[config.mk]
export PLATFORM = sky130hd
export DESIGN_NAME = vid_access_unit
export DESIGN_NICKNAME = d
export VERILOG_FILES = /design/src/rtl/vid_access_unit.sv
export SDC_FILE = /design/constraint.sdc
export NUM_CORES = 1
export LEC_CHECK = 0
export BUFFER_PORTS_ARGS = -buffer_cell sky130_fd_sc_hd__buf_2
export CELL_PAD_IN_SITES_DETAIL_PLACEMENT = 1
export CELL_PAD_IN_SITES_GLOBAL_PLACEMENT = 1
export CORE_MARGIN = 1
export CORE_UTILIZATION = 37
export DETAILED_ROUTE_END_ITERATION = 8
export GPL_TIMING_DRIVEN = 0
export PLACE_DENSITY = 0.87
export SYNTH_ARGS = -nofsm -noshare
export SYNTH_HDL_FRONTEND = slang
export SYNTH_SLANG_ARGS = --single-unit
[constraint.sdc]
create_clock -name clk -period 2.3 [get_ports clk]
set_clock_uncertainty 0.2 [all_clocks]
set_input_delay 0.575 -clock clk [delete_from_list [all_inputs] [get_ports clk]]
set_output_delay 0.575 -clock clk [all_outputs]
set_load 0.005 [all_outputs]
[src/rtl/vid_access_unit.sv]
module vid_access_unit #(
  parameter logic [63:0] PHYS_ID     = 64'h0000_0000_410F_D034,
  parameter logic [31:0] VIRT_RESET  = 32'h0000_0000,
  parameter logic [11:0] NEST_OFFSET = 12'h088,
  parameter logic [5:0]  TRAP_CLASS  = 6'h18
) (
  input  logic        clk,
  input  logic        rst_n,
  input  logic        req_valid,
  input  logic        req_wr,
  input  logic        req_sel,
  input  logic [1:0]  req_el,
  input  logic        el2_impl,
  input  logic        el2_en,
  input  logic        el2_is64,
  input  logic        nv,
  input  logic        nv2,
  input  logic        tge,
  input  logic        idst_feat,
  input  logic [63:0] wdata,
  output logic        rsp_valid,
  output logic [4:0]  rsp_kind,
  output logic [63:0] rsp_data,
  output logic [1:0]  rsp_target_el,
  output logic [5:0]  rsp_class,
  output logic [11:0] rsp_offset
);
  localparam logic [4:0]  K_DATA  = 5'b00001;
  localparam logic [4:0]  K_WDONE = 5'b00010;
  localparam logic [4:0]  K_REDIR = 5'b00100;
  localparam logic [4:0]  K_TRAP  = 5'b01000;
  localparam logic [4:0]  K_UNDEF = 5'b10000;
  localparam logic [63:0] LOW_MASK = 64'h0000_0000_FFFF_FFFF;

  logic [63:0] vreg;
  logic        hyp_on;
  logic [4:0]  k_n;
  logic [63:0] d_n;
  logic [1:0]  t_n;
  logic [5:0]  c_n;
  logic [11:0] o_n;
  logic        we;

  assign hyp_on = el2_impl & el2_en;

  always_comb begin
    k_n = K_UNDEF;
    d_n = '0;
    t_n = '0;
    c_n = '0;
    o_n = '0;
    we  = 1'b0;
    if (!req_sel) begin
      case (req_el)
        2'd1: begin
          if (hyp_on && nv && nv2) begin
            k_n = K_REDIR;
            o_n = NEST_OFFSET;
          end else if (hyp_on && nv) begin
            k_n = K_TRAP;
            t_n = 2'd2;
            c_n = TRAP_CLASS;
          end
        end
        2'd2, 2'd3: begin
          if (req_el == 2'd3 && !el2_impl) begin
            if (req_wr) k_n = K_WDONE;
            else begin
              k_n = K_DATA;
              d_n = PHYS_ID;
            end
          end else if (req_wr) begin
            k_n = K_WDONE;
            we  = 1'b1;
          end else begin
            k_n = K_DATA;
            d_n = vreg;
          end
        end
        default: k_n = K_UNDEF;
      endcase
    end else if (!req_wr) begin
      case (req_el)
        2'd0: begin
          if (idst_feat) begin
            k_n = K_TRAP;
            c_n = TRAP_CLASS;
            t_n = (hyp_on && el2_is64 && tge) ? 2'd2 : 2'd1;
          end
        end
        2'd1: begin
          k_n = K_DATA;
          d_n = (hyp_on && el2_is64) ? vreg : PHYS_ID;
        end
        default: begin
          k_n = K_DATA;
          d_n = PHYS_ID;
        end
      endcase
    end
  end

  always_ff @(posedge clk or negedge rst_n) begin
    if (!rst_n) begin
      vreg          <= {32'b0, VIRT_RESET};
      rsp_valid     <= 1'b0;
      rsp_kind      <= '0;
      rsp_data      <= '0;
      rsp_target_el <= '0;
      rsp_class     <= '0;
      rsp_offset    <= '0;
    end else begin
      rsp_valid     <= req_valid;
      rsp_kind      <= req_valid ? k_n : '0;
      rsp_data      <= req_valid ? d_n : '0;
      rsp_target_el <= req_valid ? t_n : '0;
      rsp_class     <= req_valid ? c_n : '0;
      rsp_offset    <= req_valid ? o_n : '0;
      if (req_valid && we) vreg <= wdata & LOW_MASK;
    end
  end
endmodule

## After elaboration in Yosys (flattened, before gate mapping)

Cells that the tools add are included.

| cells by class | value |
|---|---|
| equal/unequal tests | 3 |
| mux-type cells | 43 |
| bitwise operators | 1 |
| reductions and logical operators | 9 |

Operator list:

| operator | number |
|---|---|
| 2-to-1 mux 64 bit | 4 |
| 2-to-1 mux 32 bit | 3 |
| 2-to-1 mux 5 bit | 13 |
| case mux 32 bit (2 select lines) | 1 |
| 2-to-1 mux 31 bit | 1 |
| 2-to-1 mux 12 bit | 2 |
| 2-to-1 mux 2 bit | 10 |
| 2-to-1 mux 8 bit | 2 |
| 2-to-1 mux 6 bit | 2 |
| case mux 5 bit (2 select lines) | 1 |
| logical AND 1 bit | 6 |
| == test 2 bit (second input constant) | 2 |
| 2-to-1 mux 1 bit | 4 |
| == test 2 x 1 -> 1 bit (second input constant) | 1 |
| zero test 2 bit | 1 |
| OR reduction 2 bit | 1 |
| AND 1 bit | 1 |
| zero test 1 bit | 1 |

| word-level totals | value |
|---|---|
| register bits | 122 |
| input bits | 78 |
| output and inout port bits | 90 |
| word-level logic and storage cells | 63 |

## Logic depth before layout (Yosys ltp)

| depth | value |
|---|---|
| word-level depth | 9 |
| mapped depth | 6 |

## Worst setup path before layout

Ideal clock, no wire load.

| path | value |
|---|---|
| path type | input port to flip-flop |
| from | input port req_sel |
| to | register vreg[10] |
| arrival | 1.656 ns |
| setup slack | 0.319 ns |
| stages | 6 |
| path buffers | 3 |
| path through | buf_4 and4b_1 nor2b_4 buf_6 buf_12 mux2_4 |

| on the way | value |
|---|---|
| cells in the longest elaborated chain, start to end | 2 |

Ends and longest elaborated chain:

| item | line | text |
|---|---|---|
| start, declared | 11 | `input logic req_sel,` |
| 2-to-1 mux 1 bit | 53 | `if (!req_sel) begin` |
| logical AND 1 bit | 119 | `if (req_valid && we) vreg <= wdata & LOW_MASK;` |
| end signal, assigned | 105 | `vreg <= {32'b0, VIRT_RESET};` |
| end signal, assigned | 119 |  |
| end, declared | 35 | `logic [63:0] vreg;` |

No other way between the ends.
A chain may end at the register's enable or synchronous reset.

## Final worst setup path

| path | value |
|---|---|
| from | input port req_el[1] |
| to | register vreg[18] |

| on the way | value |
|---|---|
| cells in the longest elaborated chain, start to end | 6 |

Ends and longest elaborated chain:

| item | line | text |
|---|---|---|
| start, declared | 12 | `input logic [1:0] req_el,` |
| == test 2 bit | 54, 66 |  |
| logical AND 1 bit | 66 | `if (req_el == 2'd3 && !el2_impl) begin` |
| 2-to-1 mux 1 bit | 66 |  |
| 2-to-1 mux 1 bit (*) | 54 | `case (req_el)` |
| 2-to-1 mux 1 bit (*) | 53 |  |
| logical AND 1 bit (*) | 119 |  |

Mark *: on every way between the ends. The rest lies on a longest branch, timed or not.

==> metrics list <==
- Height of the die: 94.9 um
- The analysis attributes to cell leakage a power of 2.31 nW.
- The Yosys step of the flow raised 0 warnings.
- Total congestion overflow: 0
- The first routing iteration left 47 violations.
- In this run the worst path has a maximum fanout of 10.
* Switching power share of the total: 0.233
- The number of global-route vias before repair is 2,117.
- The detail route stage leaves a number of antenna-violating nets equal to 0.
- Measured on the finished design, the core utilization comes to 0.499.
- The tightest min-delay check is of the input port to asynchronous set/reset pin type.
* CTS H-tree depth: 3
* 1st-pass router iterations: 4
- Total length of routed wires: 6680 um
- Final Max Tran Viols: 0
- The number of antenna violations at the first check in global routing came to 1.
- Setup Total Neg Slack: 0 ns
- Total placed cells including tap cells: 462
- FP Rows: 33
- Area added between synthesis and finish: 29.7%
- Summed over all nets, the switching power comes to 0.000698 W.
- Synthesized cell area: 0.00320 mm^2
- After detailed routing, the number of remaining DRC violations is 0.
- Using the TritonRoute via totals, the vias-per-cell ratio works out to 4.23.
* Relative slew margins: 0.403
- Clock latency on the worst-skew pair, taken at its later pin, is 0.33 ns.
* Number of different library cells in the post-synthesis netlist: 31
* Core area: 0.00830 mm^2
- Wire length of the first global-routing pass: 10,600 um
- Die Footprint: 0.00901 mm^2
* Power Dens Cells: 723 mW/mm^2
- Pin count of the biggest net entering global routing: 75
* Fraction of power consumed by the clock network: 0.339
- Outcome: completed
- After clock tree synthesis, the clock-pin slew on the worst setup and hold paths is 0.08 ns.
- Counting every instance in the synthesized netlist gives 224.
- Finished Layout Cells: 478
* Buffer levels on the longest clock path: 2
- The worst setup path is launched from an input port.
- Final-report hold violation count: 0
* Number of inserted filler cells in the final layout: 925
* Cell area after layout: 0.00414 mm^2
* Share of the yosys chip area belonging to registers: 0.579
- For this run, the total global-route usage over all layers was measured as 0.160.
- Category of the most critical setup path: input port to flip-flop
* Type of element capturing the critical path: flip-flop
* Number of input and output port buffers inserted: 88
- Summing all placed instances gives a cell area of 0.00394 mm^2.
* Post-CTS repair timing setup buffer count: 0
* Post-synthesis area per instance: 14.3 um^2
- VDD sags by at most 0.000298 V.
- Post-CTS Hold Buffers: 0
- Chip width: 94.9 um
- Setup violators final: 0
* Cts repair resizes: 0
- Combinational fraction of design power: 0.149
* Boundary Pins: 168
- Footprint of the multi-input gates: 0.00105 mm^2
- The detailed router placed 2,022 vias in this run.
- Of the total power, registers draw 0.512.
* Total CTS buffers: 9
- Number of max-capacitance violations reported: 0
* HPWL after detailed placement: 4980 um
- Routability-driven placement finished with a final weighted congestion of 0.728.
- Peak clock frequency supported by timing: 0.576 GHz
* Post-route fraction of the period consumed by the critical path: 0.755
- For the pin with the worst max-slew slack, the measured transition is 0.896 ns.
- In the final layout, the share of cells above drive strength 1 is 0.513.
* Required arrival time at the worst endpoint: 2.32 ns
- Count of state elements after synthesis: 74
* RSZ-0062 raised after global routing: false
* Final nets: 446
- Routed wire per std cell: 14.0 um
* Flip-flop and latch area: 0.00185 mm^2
- Starting utilization of the core area: 0.385
* Clock sink count: 74
- Arrival time reported for the critical path endpoint: 1.76 ns
- The worst path needs 1.74 ns of the cycle, external delays included.
- TritonCTS built the clock tree.
- Cell Int Power: 0.00230 W
- Library cell used as clock root buffer: clkbuf_8
## cells in the final DEF, fill, tap and decap left out, types with 2 or more instances in the layout
cell type  count
clkbuf_8      11
mux2_4        30
nand4_1        2
dfrtp_1       74
nor2_1         2
inv_1          2
o21ai_1        2
o21a_1        13
nand2_1        3
buf_4         50
buf_2         91
buf_12         3
conb_1        46
mux2_1         2
and2_1        20
## layer usage
| layer | routed length [um] | global-route usage | vias to the layer above |
|---|---|---|---|
| met2 | 3230 | 0.261 | 102 |
| met4 | 99 | 0.0732 | 0 |
| met5 | 0 | 0 | - |
| li1 | - | - | 938 |
| met3 | 495 | 0.0531 | 8 |
| met1 | 2860 | 0.190 | 974 |
## sequential cells by signal (all words and copies together) (netlist names)
signal	count
rsp_class	1
rsp_data	32
rsp_kind	5
rsp_offset	1
rsp_target_el	2
rsp_valid	1
vreg	32
## power groups by stage
stage / clock network, W / logic (W) / registers (W)
2_1_floorplan: 0 / 0.000313 / 0.00154
3_3_place_gp: 0 / 0.000431 / 0.00155
3_5_place_dp: 0 / 0.000445 / 0.00156
4_1_cts: 0.00106 / 0.000451 / 0.00154
5_1_grt: 0.00112 / 0.000492 / 0.00155
6_report: 0.00102 / 0.000448 / 0.00154
## area by class of cell
class                   count  share of cell area
repair buffers             88               0.107
diodes                      1            0.000604
clock buffers              11              0.0365
plain buffers              57               0.111
clock inverters             4              0.0124
inverters                   2             0.00181
well taps                 105              0.0317
multi-input cells         136               0.252
flip-flops and latches     74               0.447
## final timing paths
kind                       slack (ns)  cells after the start            to  startpoint
max                              0.56                      6      vreg[18]   req_el[1]
min                              0.18                      1  rsp_data[29]       rst_n
max in group asynchronous        1.16                      1  rsp_data[14]       rst_n
min reg2reg                      0.28                      1   rsp_data[1]     vreg[1]
min in group clk                 0.23                      1     rsp_valid   req_valid
max reg2reg                      1.31                      1      vreg[18]    vreg[18]
## stage by stage
stage | hold WS [ns] | power [W] | setup slack [ns]
floorplan | 0.0794 | 0.00185 | 0.319
global placement | 0.256 | 0.00198 | 0.0596
detailed placement | 0.266 | 0.00201 | 0.204
CTS | 0.194 | 0.00304 | 0.550
global route | 0.211 | 0.00316 | 0.515
finish | 0.176 | 0.00300 | 0.563
## worst max-delay path, cell delays in order
cell and delay [ns]:
buf_2 0.17, and4b_1 0.24, nor2b_4 0.15, buf_6 0.15, buf_12 0.16, mux2_4 0.31
## cell usage after synthesis
cell	instances	area [um^2]
nand3b_1	1	7.51
mux2_4	30	450
or4b_1	1	10.0
conb_1	1	3.75
and2_1	20	125
o21ai_1	2	10.0
buf_6	1	11.3
nand4_1	2	12.5
o21ai_0	1	5.00
o22ai_1	1	6.26
mux2_1	2	22.5
o2bb2ai_1	1	8.76
nor3b_1	1	7.51
nand4bb_1	1	11.3
o221ai_1	1	8.76
o311a_1	1	10.0
nor2b_1	1	6.26
and4_1	1	8.76
nor2_1	2	7.51
o21a_1	13	97.6
and2b_1	1	7.51
buf_4	49	368
a21oi_1	1	5.00
inv_1	2	7.51
nor4bb_1	1	10.0
dfrtp_1	74	1850
buf_12	3	60.1
buf_2	4	20.0
nor2b_4	1	13.8
and4b_1	1	10.0
nand2_1	3	11.3
## logic make-up (layout without fill, tap and decap cells)
kind of cell | count (synthesis) | in the layout | share of synthesized area
buf+inv | 59 | 162 | 0.146
simple gates | 37 | 37 | 0.0779
flops | 74 | 74 | 0.579
other cells | 1 | 47 | 0.00117
compound gates | 21 | 21 | 0.0474
mux | 32 | 32 | 0.148
(Power assumes the default switching activity.)
